`config.mk`:
```
export PLATFORM = sky130hd
export DESIGN_NAME = smm_gate
export DESIGN_NICKNAME = d
export VERILOG_FILES = /design/src/rtl/smm_gate.sv
export SDC_FILE = /design/constraint.sdc
export NUM_CORES = 1
export LEC_CHECK = 0
export ABC_AREA = 0
export BUFFER_PORTS_ARGS = -buffer_cell sky130_fd_sc_hd__buf_2
export CORE_AREA = 2 2 53 55
export CTS_CLUSTER_DIAMETER = 30
export DETAILED_ROUTE_END_ITERATION = 12
export DIE_AREA = 0 0 55 57
export PLACE_DENSITY_LB_ADDON = 0.3
export SLEW_MARGIN = 15
export SYNTH_ARGS = -nofsm -noshare
export SYNTH_HDL_FRONTEND = slang
export SYNTH_SLANG_ARGS = --single-unit
```
`constraint.sdc`:
```
create_clock -name clk -period 1.4 [get_ports clk]
set_input_delay 0.28 -clock clk [delete_from_list [all_inputs] [get_ports clk]]
set_output_delay 0.28 -clock clk [all_outputs]
set_load 0.01 [all_outputs]
```
`src/rtl/smm_gate.sv`:
```
module smm_gate #(
  parameter int RGN_W = 32
) (
  input  logic             clk,
  input  logic             rst_n,
  input  logic             insn_valid,
  input  logic [7:0]       opcode,
  input  logic [2:0]       modrm_reg,
  input  logic             cfg_smi_en,
  input  logic [RGN_W-1:0] cfg_region_size,
  input  logic             cfg_access,
  input  logic [1:0]       cfg_cpl,
  input  logic             hw_smi,
  input  logic             retire,
  output logic             ud_fault,
  output logic             op_valid,
  output logic [3:0]       op_sel,
  output logic [2:0]       op_sreg,
  output logic             xfer80,
  output logic             smm_enter,
  output logic             smm_exit,
  output logic             in_smm
);

  typedef enum logic [3:0] {
    OP_NONE = 4'd0, OP_SV_SEG = 4'd1, OP_RS_SEG = 4'd2, OP_SV_LDT = 4'd3,
    OP_RS_LDT = 4'd4, OP_SV_TSK = 4'd5, OP_RS_TSK = 4'd6, OP_ENTER = 4'd7,
    OP_RESUME = 4'd8
  } op_e;

  localparam logic [2:0] SEG_CS = 3'd1;
  localparam logic [2:0] SEG_MAX = 3'd5;

  logic in_q, pend_q;
  logic base_ok, gen_ok, ent_ok;
  logic grp, ok, is_seg, is_xfer;
  op_e  sel;

  assign base_ok = cfg_smi_en && (|cfg_region_size) && (cfg_cpl == 2'd0);
  assign gen_ok  = base_ok && (cfg_access || in_q);
  assign ent_ok  = base_ok && cfg_access && !in_q;

  always_comb begin
    grp = 1'b1;
    ok = 1'b0;
    sel = OP_NONE;
    is_seg = 1'b0;
    is_xfer = 1'b1;
    unique case (opcode)
      8'h78: begin sel = OP_SV_SEG; is_seg = 1'b1; ok = gen_ok && modrm_reg <= SEG_MAX; end
      8'h79: begin
        sel = OP_RS_SEG; is_seg = 1'b1;
        ok = gen_ok && modrm_reg <= SEG_MAX && modrm_reg != SEG_CS;
      end
      8'h7A: begin sel = OP_SV_LDT; ok = gen_ok && modrm_reg == 3'd0; end
      8'h7B: begin sel = OP_RS_LDT; ok = gen_ok && modrm_reg == 3'd0; end
      8'h7C: begin sel = OP_SV_TSK; ok = gen_ok && modrm_reg == 3'd0; end
      8'h7D: begin sel = OP_RS_TSK; ok = gen_ok && modrm_reg == 3'd0; end
      8'h38: begin sel = OP_ENTER;  ok = ent_ok; is_xfer = 1'b0; end
      8'hAA: begin sel = OP_RESUME; ok = gen_ok; is_xfer = 1'b0; end
      default: begin grp = 1'b0; is_xfer = 1'b0; end
    endcase
  end

  logic hit, sw_enter, resume_ok, hw_now, svc;
  assign hit       = insn_valid && grp;
  assign sw_enter  = hit && ok && sel == OP_ENTER;
  assign resume_ok = hit && ok && sel == OP_RESUME;
  assign hw_now    = hw_smi && !in_q && !sw_enter;
  assign svc       = pend_q && !in_q && !sw_enter && (retire || hw_smi);

  always_ff @(posedge clk or negedge rst_n) begin
    if (!rst_n) begin
      ud_fault  <= 1'b0;
      op_valid  <= 1'b0;
      op_sel    <= OP_NONE;
      op_sreg   <= 3'd0;
      xfer80    <= 1'b0;
      smm_enter <= 1'b0;
      smm_exit  <= 1'b0;
      in_q      <= 1'b0;
      pend_q    <= 1'b0;
    end else begin
      ud_fault  <= hit && !ok;
      op_valid  <= hit && ok;
      op_sel    <= (hit && ok) ? sel : OP_NONE;
      op_sreg   <= (hit && ok && is_seg) ? modrm_reg : 3'd0;
      xfer80    <= hit && ok && is_xfer;
      smm_enter <= sw_enter || hw_now || svc;
      smm_exit  <= resume_ok && in_q;
      if (sw_enter || hw_now || svc) in_q <= 1'b1;
      else if (resume_ok)            in_q <= 1'b0;
      if (hw_smi && (in_q || sw_enter)) pend_q <= 1'b1;
      else if (hw_now || svc)           pend_q <= 1'b0;
    end
  end

  assign in_smm = in_q;

endmodule

```
==> results of run 1 <==
-- layer usage --
metal | wire length, um | share of wire (%) | vias up
met1 | 1210 | 42 | 534
met2 | 1530 | 54 | 26
met3 | 97 | 3.4 | 4
met4 | 24 | 0.84 | 0
met5 | 0 | 0 | -
li1 | - | - | 562
-- layout make-up --
cell class | count | area, um2
inverter | 3 | 11.3
tap | 31 | 38.8
multi-input combinational | 77 | 659
sequential | 14 | 352
timing repair buffer | 89 | 539
fill | 224 | 978
clock buffer | 4 | 36.3
-- cell families (layout without fill, tap and decap cells) --
family                 Yosys count  in the layout  synth area share, %
buffers and inverters            8             96                 4.60
AOI/OAI and AO/OA               24             25                 20.3
and+or+nand+nor                 52             52                 36.1
DFF                             14             14                 39.0
-- power by group --
group	internal, mW	switching (mW)
Clock	0.158	0.113
Combinational	0.109	0.0953
Sequential	0.404	0.0000873
-- path summary, 6_finish.rpt --
path                           to  cells after the start       from  slack [ps]
setup / recovery           in_smm                      5  opcode[6]        -100
hold / removal             pend_q                      2     hw_smi         280
setup reg to reg           in_smm                      4     in_smm         -80
hold reg to reg            pend_q                      1     pend_q         520
max in group asynchronous  in_smm                      2      rst_n         730
min in group asynchronous  pend_q                      2      rst_n         430
-- placed cells by master, fill, tap and decap left out, types with 2 or more instances in the layout --
master / n
nand2_1: 3
a21oi_4: 2
buf_4: 18
clkbuf_4: 3
a21oi_1: 3
nor3_2: 2
nand2b_1: 2
nor4_1: 9
nor2_1: 8
a211oi_4: 2
o21ai_4: 2
nand4b_1: 2
buf_6: 7
nor4_2: 6
nand3_1: 3
o21ai_0: 2
or2_2: 2
dfrtp_1: 13
a21boi_0: 2
and4_1: 2
inv_1: 2
buf_2: 63
-- flip-flops by register name, summed over array words and instances, names as in the netlist --
register	count
op_valid	1
smm_enter	1
op_sreg	3
pend_q	1
xfer80	1
ud_fault	1
in_smm	1
smm_exit	1
op_sel	4
-- through the flow --
stage | hold slack (ps) | worst slack [ps] | cell area (um2) | setup TNS (ps) | utilization (%)
2_1_floorplan | -15.6 | -336 | 910 | -2210 | -
3_3_place_gp | 172 | -397 | 1410 | -4210 | 53.8
3_5_place_dp | 181 | -450 | 1410 | -4480 | 53.8
4_1_cts | 271 | -97.6 | 1550 | -139 | 59.4
5_1_grt | 285 | -151 | 1640 | -610 | 62.6
6_report | 282 | -96.6 | 1640 | -212 | 62.6
-- timing repair --
action                                 4_1_cts  5_1_grt
pin swaps                                    9       11
hold buffers                                 1        0
gates cloned                                 0        1
endpoints found under the hold margin       14        0
resized for setup                           15       17
setup endpoints to repair                   11       13
setup buffers                                2        1
==> impl_metrics.tcl, run 1 <==
set metrics [dict create \
    worstPathCellList "buf_6 > or3_4 > or4_4 > a2111oi_4 > o21ba_1" \
    start_kind "input pin" \
    grt_max_degree 15 \
    path_clk_slew_ps 80 \
    yosys.area.top_type "dfrtp_1" \
    crit_path_top_delay_cell "or4_4" \
    tightest_slew_ps 406 \
    firstDrtPassIters 4 \
    gr-usage-met3_pct 0.785 \
    clk_path_buf_depth 2 \
    drcViolationCount 0 \
    status "finished, violations left" \
    syn_inst 98 \
    cp_max_fo 2 \
    core_um2 2620 \
    end_kind "flop" \
    ioPinCount 65 \
    synth_cell_types 40 \
    hpwl_um 2170 \
    slew_headroom_pct 72.8 \
    min_period_over_period_pct 107 \
    synth_area_leaders "dfrtp_1, nor4_1, a21oi_1" \
    dp.cells 211 \
    max_cap_violations 0 \
    grt_pass1_wl_um 4430 \
    hold_viol 0 \
    stdcell_count 218 \
    final_layout_size_suffix_gt1_share_pct 63.6 \
    numCtsBuffers 3 \
    syn_avg_cell_area_um2 9.17 \
    htree_levels 1 \
    gp_congestion 0.814 \
    synth_edf_count 0 \
    vias_per_cell 5.17 \
    synth.top_cell.area_share_pct 39.0 \
    fin_worst_skew_ps 1.30 \
    area_growth_pct 82.2 \
    vias 1126 \
    report.final.slew_viol_count 0 \
    crit_family "simple AND/OR/NAND/NOR gates" \
    p_leak_nw 0.767 \
    ant_nets 0 \
    seq_area_frac_synth_pct 39.0 \
    crit_type "in -> reg" \
    syn-cell-area_um2 898 \
    hold_class "in -> reg" \
    slowest_delay_ps 520 \
    ir_drop_mv 0.503 \
    port_buffers 64 \
    routed_wl_um 2850 \
    cts_tree "yes" \
    grt_overflow 0 \
    synth.most_common_cell "nor4_1" \
    antennaDiodeCount 0 \
    violations "setup timing" \
    power-per-cell-area_nw_per_um2 537 \
    use_met1_pct 22.9 \
    synthArstFlopShare_pct 100 \
    nNetsFinal 240 \
    synth.top_cells.by_count "nor4_1, dfrtp_1, nor2_1, a21oi_1, nor3_1" \
    period_needed_ps 1500 \
    required_ps 1560 \
    finalPower_mw 0.879 \
    ys_ff_latch 14 \
    die_height_um 57 \
    grt_setup_unrepaired "yes" \
    grtUsageMet2_pct 33.5 \
    drt_iter0_markers 14 \
    fmax_ghz 0.668 \
    setup_ws_ps -96.6 \
    dieArea_um2 3140 \
    rows 19 \
    syn-num-nets 150 \
    ys.flop_type "dfrtp_1" \
    grt_pass1_vias 1085 \
    crit_buf_inv 1 \
    fp.dieW_um 55 \
    grt_antenna_before_repair 0 \
    root_buffer "clkbuf_4" \
    grt_usage_pct 18.3 \
    setup_viol 4 \
    start_util_pct 34.4 \
    arrival_ps 1650 \
    top_usage_layer "met2" \
    clock_sinks 14 \
    yosysWarnings 0 \
    worst_skew_pair.late_latency_ps 260 \
    wl_per_cell_um 13.1 \
]
(Power assumes the default switching activity.)
==> run 2: changes to the inputs <==
--- a/config.mk
+++ b/config.mk
@@ -7,4 +7,5 @@
 export LEC_CHECK = 0
 export ABC_AREA = 0
+export ABC_CLOCK_PERIOD_IN_PS = 1400
 export BUFFER_PORTS_ARGS = -buffer_cell sky130_fd_sc_hd__buf_2
 export CORE_AREA = 2 2 53 55
==> constraint.sdc (replaced) <==
create_clock -name clk -period 1.4 [get_ports clk]
set_input_delay 0.07 -clock clk [delete_from_list [all_inputs] [get_ports clk]]
set_output_delay 0.07 -clock clk [all_outputs]
set_load 0.01 [all_outputs]
==> run 2 against run 1 <==
Compared with the run above: the run still ends with setup timing left; clock power down 23%; highest routed layer unchanged; maximum frequency down 0.78%; cell area down 9.1%; core utilization down 5.7 points; setup slack worse by 12 ps; sequential power about the same; clock-buffer cell count down 1; routed wire length down 1.3%; flip-flop and latch count unchanged; die area unchanged; non-clock buffer count down 7; critical path depth down 1.
==> impl_metrics.tcl, run 2 (synthesis results as in run 1) <==
set metrics [dict create \
    setup_viol 3 \
    top_register "op_sel" \
    layout_common_cells "buf_2, buf_4, dfrtp_1, nor4_1, nor2_1" \
    end_kind "flop" \
    antennaDiodeCount 0 \
    hold_viol 0 \
    rows 19 \
    grt_antenna_before_repair 0 \
    path_clk_slew_ps 70 \
    grt_overflow 0 \
    htree_levels 1 \
    hpwl_um 2260 \
    fmax_ghz 0.663 \
    dpl_worst_slack_ps -256 \
    violations "setup timing" \
    min_period_over_period_pct 108 \
    holdWs_ps 62.0 \
    ioPinCount 65 \
    slowest_delay_ps 540 \
    finalSetupTns_ps -125 \
    fin_worst_skew_ps 2.01 \
    root_buffer "clkbuf_4" \
    vias 1126 \
    clk_path_buf_depth 2 \
    fp.dieW_um 55 \
    final_core_util_pct 56.9 \
    layout_commonest_cell "buf_2" \
    tightest_slew_ps 520 \
    ir_drop_mv 0.342 \
    firstDrtPassIters 4 \
    start_util_pct 34.4 \
    hold_class "in -> reg" \
    cts_tree "yes" \
    power-per-cell-area_nw_per_um2 537 \
    place_area_um2 1350 \
    p_leak_nw 0.723 \
    nNetsFinal 233 \
    crit_type "reg -> reg" \
    largest_register_ffs 4 \
    core_um2 2620 \
    grt_setup_unrepaired "yes" \
    numCtsBuffers 3 \
    die_height_um 57 \
    reg_top3 "op_sel (4), op_sreg (3)" \
    drcViolationCount 0 \
    report.final.slew_viol_count 0 \
    grt_pass1_wl_um 4400 \
    gp_congestion 0.869 \
    wl_per_cell_um 13.4 \
    slew_headroom_pct 65.3 \
    worstPathCellList "inv_2 > or4_4 > a2111oi_4 > o21ba_1" \
    vias_per_cell 5.36 \
    clock_sinks 14 \
    start_kind "flop" \
    final_layout_size_suffix_gt1_share_pct 58.1 \
    grt_max_degree 15 \
    finalPower_mw 0.800 \
    drt_iter0_markers 20 \
    port_buffers 64 \
    area_growth_pct 65.6 \
    setup_ws_ps -108 \
    worst_skew_pair.late_latency_ps 270 \
    max_cap_violations 0 \
    status "finished, violations left" \
    ant_nets 0 \
    routed_wl_um 2820 \
    required_ps 1560 \
    grt_usage_pct 18.9 \
    dp.cells 204 \
    cp_max_fo 3 \
    stdcell_count 210 \
    post-route-cell-area_um2 1490 \
    arrival_ps 1670 \
    crit_path_top_delay_cell "or4_4" \
    grt_pass1_vias 1033 \
    period_needed_ps 1510 \
    dieArea_um2 3140 \
]
run 2: changes by cell type in the layout (fill, tap and decap cells not counted), sizes merged:
cell    change
a21o        +1
buf         -7
o21ai       -1
clkbuf      -1
run 2: routing by layer:
layer	routed length, um	part of all wire (%)	vias to the layer above	global-route usage (%)
met5	0	0	-	0
met4	48	1.7	0	8.71
met3	132	4.7	5	1.31
met2	1500	53	36	32.5
met1	1140	40	536	23.2
li1	-	-	549	-
run 2: critical path, delay by kind of cell (launching register included):
kind            cells  cell delay (ps)
flops               1              420
simple gates        1              540
compound gates      2              390
buf+inv             1               60
run 2: what timing repair did:
item,CTS,global route
hold endpoints to repair,14,0
cloned,0,1
endpoints found under the setup margin,10,13
hold buffers,1,0
pin swaps,3,6
setup buffers,0,2
resized for setup,3,13
run 2: power by group:
group | switching [mW] | total (mW) | internal [mW] | leakage [nW]
Combinational | 0.0874 | 0.185 | 0.0972 | 0.524
Clock | 0.111 | 0.210 | 0.0996 | 0.0138
Sequential | 0.0000806 | 0.404 | 0.404 | 0.185
Total | 0.198 | 0.800 | 0.601 | 0.723
run 2: layout make-up:
cell class                      instances  area (um2)
Timing Repair Buffer                   82         458
Sequential cell                        14         350
Inverter                                3        11.3
Tap cell                               31        38.8
Multi-Input combinational cell         77         607
Clock buffer                            3        22.5
Fill cell                             253        1130
run 2: path summary, 6_finish.rpt:
path / startpoint / to / slack [ps] / depth (start not counted)
max: in_smm / in_smm / -110 / 4
min: hw_smi / pend_q / 60 / 2
max reg2reg: in_smm / in_smm / -110 / 4
min reg2reg: pend_q / pend_q / 500 / 1
max in group asynchronous: rst_n / op_sreg[2] / 970 / 2
min in group asynchronous: rst_n / op_sreg[1] / 210 / 2
==> run 3: changes to the inputs <==
--- a/config.mk
+++ b/config.mk
@@ -14,5 +14,4 @@
 export DIE_AREA = 0 0 55 57
 export PLACE_DENSITY_LB_ADDON = 0.3
-export SLEW_MARGIN = 15
 export SYNTH_ARGS = -nofsm -noshare
 export SYNTH_HDL_FRONTEND = slang
==> constraint.sdc (replaced) <==
create_clock -name clk -period 1.4 [get_ports clk]
set_input_delay 0.21 -clock clk [delete_from_list [all_inputs] [get_ports clk]]
set_output_delay 0.21 -clock clk [all_outputs]
set_load 0.01 [all_outputs]
==> run 3 against run 2 <==
Compared with the run above: the flow still finishes with violations (setup timing); die area did not move; critical endpoint is now op_sel[0]; clock-buffer cell count did not move; register-to-register slack improved by 30 ps.
==> impl_metrics.tcl, run 3 (synthesis results as in run 1) <==
set metrics [dict create \
    layout_common_cells "buf_2, buf_4, dfrtp_1, nor2_1, nor4_1" \
    slew_headroom_pct 71.1 \
    port_buffers 64 \
    grt_setup_unrepaired "yes" \
    crit_buf_inv 2 \
    r2r_slack_ps -70 \
    end_kind "flop" \
    grt_usage_pct 17.6 \
    min_period_over_period_pct 105 \
    ioPinCount 65 \
    start_util_pct 34.4 \
    root_buffer "clkbuf_4" \
    drt_iter0_markers 21 \
    cts_tree "yes" \
    fillers 228 \
    core_um2 2620 \
    nNetsFinal 238 \
    fp.dieW_um 55 \
    hpwl_um 2200 \
    final_layout_size_suffix_gt1_share_pct 62.5 \
    clock_sinks 14 \
    drcViolationCount 0 \
    finalSetupTns_ps -364 \
    cp_max_fo 4 \
    fin_worst_skew_ps 2.46 \
    cp-endpoint "op_sel[0]" \
    gp_congestion 0.839 \
    numCtsBuffers 3 \
    crit_type "reg -> reg" \
    layout_commonest_cell "buf_2" \
    power-per-cell-area_nw_per_um2 510 \
    clk_path_buf_depth 2 \
    rows 19 \
    p_leak_nw 0.755 \
    crit_path_top_delay_cell "dfrtp_1" \
    critical_path_depth 6 \
    dieArea_um2 3140 \
    area_growth_pct 75.8 \
    vias 1121 \
    status "finished, violations left" \
    period_needed_ps 1470 \
    grt_pass1_vias 1055 \
    arrival_ps 1640 \
    setup_ws_ps -73.4 \
    r2r-end "op_sel[0]" \
    antennaDiodeCount 0 \
    cp-startpoint "in_smm" \
    routed_wl_um 2710 \
    tightest_slew_ps 431 \
    grt_pass1_wl_um 4230 \
    ir_drop_mv 0.358 \
    start_kind "flop" \
    die_height_um 57 \
    violations "setup timing" \
    setup_viol 11 \
    dpl_worst_slack_ps -398 \
    top_register "op_sel" \
    ant_nets 0 \
    grt_antenna_before_repair 0 \
    grt_overflow 0 \
    largest_register_ffs 4 \
    dp.cells 210 \
    wl_per_cell_um 12.6 \
    report.final.slew_viol_count 0 \
    htree_levels 1 \
    holdWs_ps 205 \
    firstDrtPassIters 5 \
    reg_top3 "op_sel (4), op_sreg (3)" \
    slowest_delay_ps 410 \
    rr_worst_depth 6 \
    required_ps 1570 \
    fmax_ghz 0.679 \
    hold_class "in -> reg" \
    grt_max_degree 15 \
    max_cap_violations 0 \
    path_clk_slew_ps 70 \
    worst_skew_pair.late_latency_ps 270 \
    stdcell_count 215 \
    worstPathCellList "buf_4 > buf_6 > nor3_2 > o2111a_2 > a211oi_4 > nor4_2" \
    r2r-start "in_smm" \
    vias_per_cell 5.21 \
    hold_viol 0 \
    crit_family "flip-flops" \
]
[run 3: report_power, final]
part | switching [mW] | leakage, nW | internal, mW
combinational | 0.0897 | 0.556 | 0.102
clock | 0.109 | 0.0138 | 0.0995
sequential | 0.0000871 | 0.185 | 0.404
total | 0.199 | 0.755 | 0.606
[run 3: worst min-delay path by stage]
stage / cells past startpoint / start / to / slack, ps
after detailed placement: 1 / rst_n / smm_enter / 110
after floorplan: 0 / rst_n / in_smm / -90
after global placement: 1 / rst_n / pend_q / 100
after CTS: 2 / hw_smi / pend_q / 200
final: 2 / hw_smi / pend_q / 200
after global routing: 2 / hw_smi / pend_q / 200
[run 3: repair_timing]
item / CTS / global route
endpoints found under the hold margin: 14 / 0
hold buffers: 1 / 0
gates cloned: 0 / 0
setup endpoints to repair: 10 / 11
resized for setup: 12 / 12
buffers inserted: 1 / 1
pin swaps: 5 / 9
[run 3: routing by layer]
layer | part of all wire [%] | track usage (%)
met1 | 41 | 21.7
met2 | 53 | 30.6
met3 | 4.5 | 1.57
met4 | 1.3 | 7.32
met5 | 0 | 0
[run 3: area by class of cell]
class | instances | area [um2] | area share (%)
multi-input combinational | 76 | 649 | 41.1
timing repair buffer | 88 | 507 | 32.1
inverter | 3 | 11.3 | 0.713
tap | 31 | 38.8 | 2.46
sequential | 14 | 350 | 22.2
clock buffer | 3 | 22.5 | 1.43
[run 3: stage by stage]
step | power [mW] | instance area, um2 | utilization (%)
after floorplan | 0.472 | 910 | -
after global placement | 0.581 | 1400 | 53.5
after detailed placement | 0.586 | 1400 | 53.5
after CTS | 0.807 | 1510 | 57.8
after global routing | 0.850 | 1580 | 60.4
final | 0.805 | 1580 | 60.4
